==> config.mk <==
export PLATFORM = sky130hd
export DESIGN_NAME = cur_overlay
export DESIGN_NICKNAME = d
export VERILOG_FILES = /design/src/rtl/cur_pkg.sv /design/src/rtl/cur_regs.sv /design/src/rtl/cur_hit.sv /design/src/rtl/cur_pix.sv /design/src/rtl/cur_overlay.sv
export SDC_FILE = /design/constraint.sdc
export NUM_CORES = 2
export LEC_CHECK = 0
export BUFFER_PORTS_ARGS = -buffer_cell sky130_fd_sc_hd__buf_2
export CORE_UTILIZATION = 33
export DETAILED_ROUTE_END_ITERATION = 10
export HOLD_SLACK_MARGIN = 0.03
export PLACE_DENSITY = 0.56
export SYNTH_ARGS = -nofsm -noshare
export SYNTH_HDL_FRONTEND = slang
export SYNTH_SLANG_ARGS = --single-unit
==> constraint.sdc <==
create_clock -name clk_i -period 5 [get_ports clk_i]
set_clock_uncertainty 0.1 [all_clocks]
set_input_delay 1 -clock clk_i [delete_from_list [all_inputs] [get_ports clk_i]]
set_output_delay 1 -clock clk_i [all_outputs]
set_load 0.03 [all_outputs]
==> src/rtl/cur_pkg.sv <==
package cur_pkg;
  localparam int CUR_CW = 16;

  typedef struct packed {
    logic signed [CUR_CW-1:0] x;
    logic signed [CUR_CW-1:0] y;
  } cur_pos_t;
endpackage

==> src/rtl/cur_regs.sv <==
module cur_regs
  import cur_pkg::*;
#(
  parameter int DIM = 32,
  parameter int AW  = 7,
  parameter int DW  = 32
) (
  input  logic                          clk_i,
  input  logic                          rst_ni,
  input  logic                          wr_en_i,
  input  logic [AW-1:0]                 wr_addr_i,
  input  logic [DW-1:0]                 wr_data_i,
  input  logic                          frame_start_i,
  output cur_pos_t                      act_pos_o,
  output logic [DIM-1:0][DIM-1:0]       act_mask_o,
  output logic [DIM-1:0][DIM-1:0]       act_pat_o
);
  localparam int RAW = $clog2(DIM);
  localparam logic signed [CUR_CW-1:0] HIDE = CUR_CW'(-DIM);

  cur_pos_t             sh_pos;
  logic [DIM-1:0][DIM-1:0] sh_mask, sh_pat;

  logic img_sel, pat_sel, pos_we;
  logic [RAW-1:0] row_sel;
  assign img_sel = wr_addr_i[AW-1];
  assign pat_sel = wr_addr_i[AW-2];
  assign row_sel = wr_addr_i[RAW-1:0];
  assign pos_we  = wr_en_i && (wr_addr_i == '0);

  always_ff @(posedge clk_i or negedge rst_ni) begin
    if (!rst_ni) begin
      sh_pos    <= '{x: HIDE, y: HIDE};
      act_pos_o <= '{x: HIDE, y: HIDE};
    end else begin
      if (pos_we) sh_pos <= wr_data_i[2*CUR_CW-1:0];
      if (frame_start_i) act_pos_o <= sh_pos;
    end
  end

  for (genvar r = 0; r < DIM; r++) begin : g_row
    logic row_hit;
    assign row_hit = wr_en_i && img_sel && (row_sel == RAW'(r));
    always_ff @(posedge clk_i or negedge rst_ni) begin
      if (!rst_ni) begin
        sh_mask[r]    <= '0;
        sh_pat[r]     <= '0;
        act_mask_o[r] <= '0;
        act_pat_o[r]  <= '0;
      end else begin
        if (row_hit && !pat_sel) sh_mask[r] <= wr_data_i[DW-1 -: DIM];
        if (row_hit &&  pat_sel) sh_pat[r]  <= wr_data_i[DW-1 -: DIM];
        if (frame_start_i) begin
          act_mask_o[r] <= sh_mask[r];
          act_pat_o[r]  <= sh_pat[r];
        end
      end
    end
  end
endmodule

==> src/rtl/cur_hit.sv <==
module cur_hit
  import cur_pkg::*;
#(
  parameter int DIM = 32
) (
  input  cur_pos_t                  pos_i,
  input  logic [CUR_CW-1:0]         hpos_i,
  input  logic [CUR_CW-1:0]         vpos_i,
  output logic                      hit_o,
  output logic [$clog2(DIM)-1:0]    row_o,
  output logic [$clog2(DIM)-1:0]    col_o
);
  localparam int RAW = $clog2(DIM);
  localparam int EW  = CUR_CW + 2;

  logic signed [EW-1:0] dx, dy;
  logic in_x, in_y;

  // raster is unsigned, cursor is signed; widen both before subtracting
  assign dx = $signed({2'b00, hpos_i}) - $signed({{2{pos_i.x[CUR_CW-1]}}, pos_i.x});
  assign dy = $signed({2'b00, vpos_i}) - $signed({{2{pos_i.y[CUR_CW-1]}}, pos_i.y});

  assign in_x  = (dx[EW-1:RAW] == '0);
  assign in_y  = (dy[EW-1:RAW] == '0);
  assign hit_o = in_x && in_y;
  assign col_o = dx[RAW-1:0];
  assign row_o = dy[RAW-1:0];
endmodule

==> src/rtl/cur_pix.sv <==
module cur_pix #(
  parameter int DIM = 32
) (
  input  logic                      clk_i,
  input  logic                      rst_ni,
  input  logic                      pix_valid_i,
  input  logic                      hit_i,
  input  logic [$clog2(DIM)-1:0]    row_i,
  input  logic [$clog2(DIM)-1:0]    col_i,
  input  logic [DIM-1:0][DIM-1:0]   mask_i,
  input  logic [DIM-1:0][DIM-1:0]   pat_i,
  output logic                      vis_o,
  output logic                      pix_o
);
  localparam int RAW = $clog2(DIM);

  logic [RAW-1:0] bit_idx;
  logic mask_bit, pat_bit, vis_d;

  // column 0 is the MSB of the row word
  assign bit_idx  = RAW'(DIM-1) - col_i;
  assign mask_bit = mask_i[row_i][bit_idx];
  assign pat_bit  = pat_i[row_i][bit_idx];
  assign vis_d    = pix_valid_i && hit_i && mask_bit;

  always_ff @(posedge clk_i or negedge rst_ni) begin
    if (!rst_ni) begin
      vis_o <= 1'b0;
      pix_o <= 1'b0;
    end else begin
      vis_o <= vis_d;
      pix_o <= vis_d && pat_bit;
    end
  end
endmodule

==> src/rtl/cur_overlay.sv <==
module cur_overlay
  import cur_pkg::*;
#(
  parameter int DIM = 32,
  parameter int DW  = 2*CUR_CW,
  parameter int AW  = $clog2(DIM) + 2
) (
  input  logic              clk_i,
  input  logic              rst_ni,
  input  logic              wr_en_i,
  input  logic [AW-1:0]     wr_addr_i,
  input  logic [DW-1:0]     wr_data_i,
  input  logic              frame_start_i,
  input  logic              pix_valid_i,
  input  logic [CUR_CW-1:0] hpos_i,
  input  logic [CUR_CW-1:0] vpos_i,
  output logic              cur_vis_o,
  output logic              cur_pix_o
);
  localparam int RAW = $clog2(DIM);

  cur_pos_t                act_pos;
  logic [DIM-1:0][DIM-1:0] act_mask, act_pat;
  logic                    hit;
  logic [RAW-1:0]          row, col;

  cur_regs #(.DIM(DIM), .AW(AW), .DW(DW)) u_regs (
    .clk_i, .rst_ni, .wr_en_i, .wr_addr_i, .wr_data_i, .frame_start_i,
    .act_pos_o(act_pos), .act_mask_o(act_mask), .act_pat_o(act_pat)
  );

  cur_hit #(.DIM(DIM)) u_hit (
    .pos_i(act_pos), .hpos_i, .vpos_i, .hit_o(hit), .row_o(row), .col_o(col)
  );

  cur_pix #(.DIM(DIM)) u_pix (
    .clk_i, .rst_ni, .pix_valid_i, .hit_i(hit), .row_i(row), .col_i(col),
    .mask_i(act_mask), .pat_i(act_pat), .vis_o(cur_vis_o), .pix_o(cur_pix_o)
  );
endmodule

Word level (Yosys, flattened, before mapping)
Index checks and enable logic that the tools add are counted.
{ "word_totals": {"regBits": 4162, "input_bits": 76, "wordCells": 285} }
{ "op_classes": {"add_sub_neg": 3, "n_lt_le_gt_ge": 2, "eq_ne": 31, "mux": 8, "n_reduce_logical": 107} }
{ "op_table": {"columns": ["op", "count"], "rows": [
  ["32-bit binary-select mux with 5-bit select", 2],
  ["1-bit logical AND", 102],
  ["5-bit == test, second input constant", 16],
  ["32-bit two-way mux", 2],
  ["5-bit by 4-bit == test with 1-bit output, second input constant", 8],
  ["17-bit by 16-bit subtractor with 18-bit output", 2],
  ["13-bit zero test", 2],
  ["5-bit by 3-bit == test with 1-bit output, second input constant", 4],
  ["5-bit by 6-bit < comparator with 1-bit output, second input constant", 2],
  ["1-bit binary-select mux with 5-bit select", 2],
  ["5-bit by 2-bit == test with 1-bit output, second input constant", 2],
  ["7-bit zero test", 1],
  ["5-bit by 1-bit == test with 1-bit output, second input constant", 1],
  ["5-bit zero test", 1],
  ["5-bit subtractor, first input constant", 1],
  ["1-bit two-way mux", 2],
  ["1-bit zero test", 1]
]} }

Logic depth before layout (Yosys ltp)
{ "logic_depth": {"word_depth": 7, "mapped_depth": 19, "ltp_nobuf": 14} }

By module
Synthesis repeated with hierarchy kept, for this count alone.
{ "hier_totals": {"hier_cells": 10710, "hier_area_um2": 173396.3} }
{ "by_module_without_submodules": {"columns": ["mod", "instances", "cells_each", "area_per_inst_um2", "seq_area_each_um2"], "rows": [
  ["cur_regs", 1, 9068, 154283.0, 104154.9],
  ["cur_pix", 1, 1354, 17219.0, 50.0],
  ["cur_hit", 1, 288, 1894.3, 0.0]
]} }

Worst setup path before layout
No wires, ideal clock.
{ "synth_timing": {"path_type": "input-to-reg", "startpoint": "input vpos_i[0]", "endpoint": "register u_pix.pix_o", "setup_ns": 0.126, "arrival_time_ns": 4.264, "t_required_ns": 4.774, "path_slack_ns": 0.511, "stages": 16, "n_path_buf": 5, "path_cell_list": "inv_1 ha_1 inv_1 fa_1 buf_4 buf_4 buf_4 buf_2 buf_1 mux4_2 mux4_2 a22oi_1 nand4_1 a211o_1 nand4_1 nor4_2"} }
{ "synth_between": {"elab_chain_cells": 7, "word_cells_on_any_way": 14} }
{ "synth_rtl": {"columns": ["element", "line_no", "text"], "rows": [
  ["start: declaration", "cur_overlay.sv:16", "input logic [CUR_CW-1:0] vpos_i,"],
  ["17-bit by 16-bit subtractor with 18-bit output *", "cur_hit.sv:21", "assign dy = $signed({2'b00, vpos_i}) - $signed({{2{pos_i.y[CUR_CW-1]}}, pos_i.y});"],
  ["32-bit binary-select mux with 5-bit select", "cur_pix.sv:22", "assign mask_bit = mask_i[row_i][bit_idx];"],
  ["32-bit two-way mux (not written as such)", "cur_pix.sv:22", null],
  ["1-bit binary-select mux with 5-bit select", "cur_pix.sv:22", null],
  ["1-bit two-way mux (not written as such)", "cur_pix.sv:22", null],
  ["1-bit logical AND", "cur_pix.sv:24", "assign vis_d = pix_valid_i && hit_i && mask_bit;"],
  ["1-bit logical AND *", "cur_pix.sv:32", "pix_o <= vis_d && pat_bit;"],
  ["end signal: assignment", "cur_pix.sv:32", null],
  ["end: declaration", "cur_pix.sv:13", "output logic pix_o"]
]} }
Every way passes the cells marked *; elsewhere a longest branch is shown, timed or not. The select of a mux whose other input is x is not followed.
A chain may end at the register's enable or synchronous reset.

Final worst setup path
Same ends and word-level chain as after synthesis.

==> results.sh <==
export IMPL_run_status="finished, violations left"
export IMPL_violations="setup timing"
export IMPL_netlist_area_mm2=0.173
export IMPL_grt_pass1_vias=106000
export IMPL_path_class="in2reg"
export IMPL_power_switching_mw=21.3
export IMPL_cp_data_arrival_time_ns=5.93
export IMPL_top_layer="met5"
export IMPL_worst_path_largest_cell_delay_ns=0.65
export IMPL_synth_area_top_cells="dfrtp_1 (60%), mux2_2 (27%), mux4_2 (5.7%)"
export IMPL_cts_tree="built"
export IMPL_timing_fmax_mhz=195
export IMPL_swShare_pct=25.8
export IMPL_io_buffers=77
export IMPL_tightest_slew_ns=1.22
export IMPL_die_h_um=726
export IMPL_clk_latency_ns=0.97
export IMPL_start_util_pct=33.2
export IMPL_synth_top_area_share_pct=59.6
export IMPL_die_w_um=726
export IMPL_required_ns=5.79
export IMPL_stdcell_count=18700
export IMPL_ys_seq_area_share_pct=60.3
export IMPL_ys_seq_elements=4162
export IMPL_crit_path_end_kind="flip-flop"
export IMPL_grt_total_usage_pct=18.4
export IMPL_cts_buffer_depth=4
export IMPL_synth_top_area_cell="dfrtp_1"
export IMPL_wl_met2_um=237000
export IMPL_cts_htree_levels=5
export IMPL_slowest_stage="fa_4"
export IMPL_core_area_mm2=0.521
export IMPL_cp_cell_sequence="buf_4 > clkinvlp_4 > buf_12 > ha_4 > inv_2 > fa_4 > buf_12 > buf_16 > buf_16 > buf_16 > mux2i_1 > a221o_1 > a221oi_2 > a2111oi_2 > a31oi_1 > buf_4 > nand4_1 > nand3_2 > nand4_1 > buf_12 > nor4_4"
export IMPL_async_reset_ff_share_pct=100
export IMPL_syn_instance_count=11100
export IMPL_r2r_slack_ns=0.06
export IMPL_fin_tns_setup_ns=-0.132
export IMPL_hold_path_class="in2async"
export IMPL_power_leakage_nw=96.0
export IMPL_rsz0062_at_grt="yes"
export IMPL_drv_slew=0
export IMPL_power_density_mw_per_mm2=412
export IMPL_finalCoreUtilization_pct=38.4
export IMPL_drc=0
export IMPL_startpoint_type="input port"
export IMPL_worstReg2RegEnd="u_pix.pix_o$_DFF_PN0_"
export IMPL_hold_viol=0
export IMPL_drv_cap=0
export IMPL_drive_above_1_share_pct=52.4
export IMPL_fillCellCount=48100
export IMPL_die_area_mm2=0.527
export IMPL_final_nets=11500
export IMPL_synth_warning_count=0
export IMPL_io_pins=78
export IMPL_synth_edf_count=0
export IMPL_wirelength_met1_um=223000
export IMPL_place_congestion=0.813
export IMPL_synth_distinct_cells=75
export IMPL_place_hpwl_um=301000
export IMPL_wl_per_cell_um=26.2
export IMPL_p_int_mw=61.3
export IMPL_ir_drop_v=0.000351
export IMPL_r2r_start="u_regs.act_pos_o[0]$_DFFE_PN0P_"
export IMPL_synth_nets=11200
export IMPL_clock_sinks=4162
export IMPL_met3_length_um=17700
export IMPL_final_antenna_net_count=0
export IMPL_critPathMaxFanout=7
export IMPL_syn2layout_area_growth_pct=15.9
export IMPL_drt_pass1_iterations=6
export IMPL_grt_max_degree=182
export IMPL_wl_um=491000
export IMPL_avgSynthCellArea_um2=15.6
export IMPL_core_rowCount=265
export IMPL_synth_most_common_cell="mux2_2"
export IMPL_grt_overflow=0
export IMPL_combPwrFrac_pct=14.1
export IMPL_cts_inserted_buffers=434
export IMPL_r2r_cells=17
export IMPL_fin_crit_sh_pct=103
export IMPL_ys_top_cells_by_count="mux2_2 (4,130), dfrtp_1 (4,118), clkbuf_1 (584)"
export IMPL_pwr_share_clk_pct=39.7
export IMPL_grt_pass1_wl_um=734000
export IMPL_fin_crit_ns=5.13
export IMPL_clk_pin_slew_ns=0.06
export IMPL_dp_cells=17900
export IMPL_via_per_inst=5.18
export IMPL_route_vias_total=97000
export IMPL_setup_viol_count_final=1
export IMPL_fin_ws_ns=-0.132
export IMPL_slew_headroom_pct=18.6
export IMPL_synth_main_ff_cell="dfrtp_1"
export IMPL_cts_root_buf="clkbuf_16"
export IMPL_drt_iter0_drc=6152
export IMPL_seq_power_share_pct=46.2
export IMPL_antenna_found_initial=45
==> cell type report <==
cell class | count | area, um2 | share of cell area, %
Clock buffer | 652 | 12900 | 6.43
Inverter | 51 | 195 | 0.0974
Clock inverter | 142 | 1610 | 0.801
Multi-Input combinational cell | 6020 | 65600 | 32.7
Tap cell | 6942 | 8690 | 4.33
Sequential cell | 4162 | 104000 | 52.0
Antenna cell | 29 | 72.6 | 0.0362
Timing Repair Buffer | 710 | 7160 | 3.57
==> cell families after synthesis <==
group	synth area share (%)
muxes	33.4
adders and majority gates	0.269
and+or+nand+nor	2.38
xor gates and xnor gates	0.115
buffers and inverters	2.22
DFF	60.3
AOI/OAI and AO/OA	1.33
==> timing repair <==
| action | CTS | global route |
|---|---|---|
| hold endpoints to repair | 0 | 0 |
| setup endpoints to repair | 2 | 2 |
| hold buffers | 0 | 0 |
| gates resized for setup | 70 | 43 |
| buffers inserted | 15 | 13 |
| pin swaps | 18 | 20 |
| gates cloned | 9 | 2 |
==> critical path: cells and delay by family <==
kind | cells | cell delay [ns]
simple gates | 4 | 1.13
mux | 1 | 0.11
compound gates | 4 | 0.79
fa+ha+maj | 2 | 0.84
buf+inv | 10 | 1.97
==> routing by layer <==
| layer | up-vias | track usage, % |
|---|---|---|
| met5 | - | 0 |
| met4 | 2 | 4.88 |
| met3 | 708 | 2.05 |
| met2 | 1824 | 30.7 |
| met1 | 53600 | 25.7 |
| li1 | 40800 | - |
==> worst max path at each step <==
stage          slack (ns)                    end  cells after the start  startpoint
2_1_floorplan        0.51  u_pix.pix_o$_DFF_PN0_                     16   vpos_i[0]
3_3_place_gp        -1.60  u_pix.pix_o$_DFF_PN0_                     21   vpos_i[0]
3_5_place_dp        -1.59  u_pix.pix_o$_DFF_PN0_                     19   vpos_i[0]
4_1_cts            0.0005  u_pix.pix_o$_DFF_PN0_                     20   vpos_i[0]
5_1_grt             -0.10  u_pix.pix_o$_DFF_PN0_                     21   vpos_i[0]
6_report            -0.13  u_pix.pix_o$_DFF_PN0_                     21   vpos_i[0]
==> flip-flops by register name (all words and copies together) (netlist names) <==
| register | cells |
|---|---|
| u_regs.act_pos_o | 32 |
| u_regs.sh_mask | 1024 |
| u_regs.sh_pos | 32 |
| u_pix.vis_o | 1 |
| u_regs.act_pat_o | 1024 |
| u_pix.pix_o | 1 |
| u_regs.sh_pat | 1024 |
| u_regs.act_mask_o | 1024 |
==> cells in the final DEF (no fill, tap or decap), types with 14 or more instances in the layout <==
cell type   instances
a21oi_1            40
a221oi_1           20
a31oi_1            22
a32oi_1            28
buf_12            129
buf_2              67
buf_4             488
bufinv_16          27
clkbuf_1          108
clkbuf_16         445
clkbuf_8          101
clkinv_2           79
clkinvlp_4         17
dfrtp_1          4117
dfstp_2            44
diode_2            29
ha_1               32
inv_1              46
mux2_2           4130
mux2i_1           134
mux4_2            438
nand2_1           473
nand2_2            44
nand2b_1           14
nand3_1           182
nand4_1            53
nor2_1             50
nor2_4             24
nor3_1             26
o21ai_0            63
==> through the flow <==
stage	total power, mW	worst slack, ns	cell area (um2)	hold slack (ns)
after floorplan	44.9	0.511	173000	0.348
after global placement	49.6	-1.60	185000	0.364
after detailed placement	50.1	-1.59	185000	0.374
after CTS	83.3	0.000488	200000	0.0998
after global routing	85.8	-0.100	200000	0.123
final	82.6	-0.132	200000	0.159
==> power by group through the flow <==
stage / Combinational (mW) / Clock (mW) / Sequential, mW
global route: 12.4 / 34.9 / 38.5
CTS: 11.6 / 33.5 / 38.2
floorplan: 6.74 / 0 / 38.2
global placement: 11.0 / 0 / 38.6
detailed placement: 11.3 / 0 / 38.8
finish: 11.6 / 32.8 / 38.2
No activity file was read; power rests on OpenSTA's default activity.
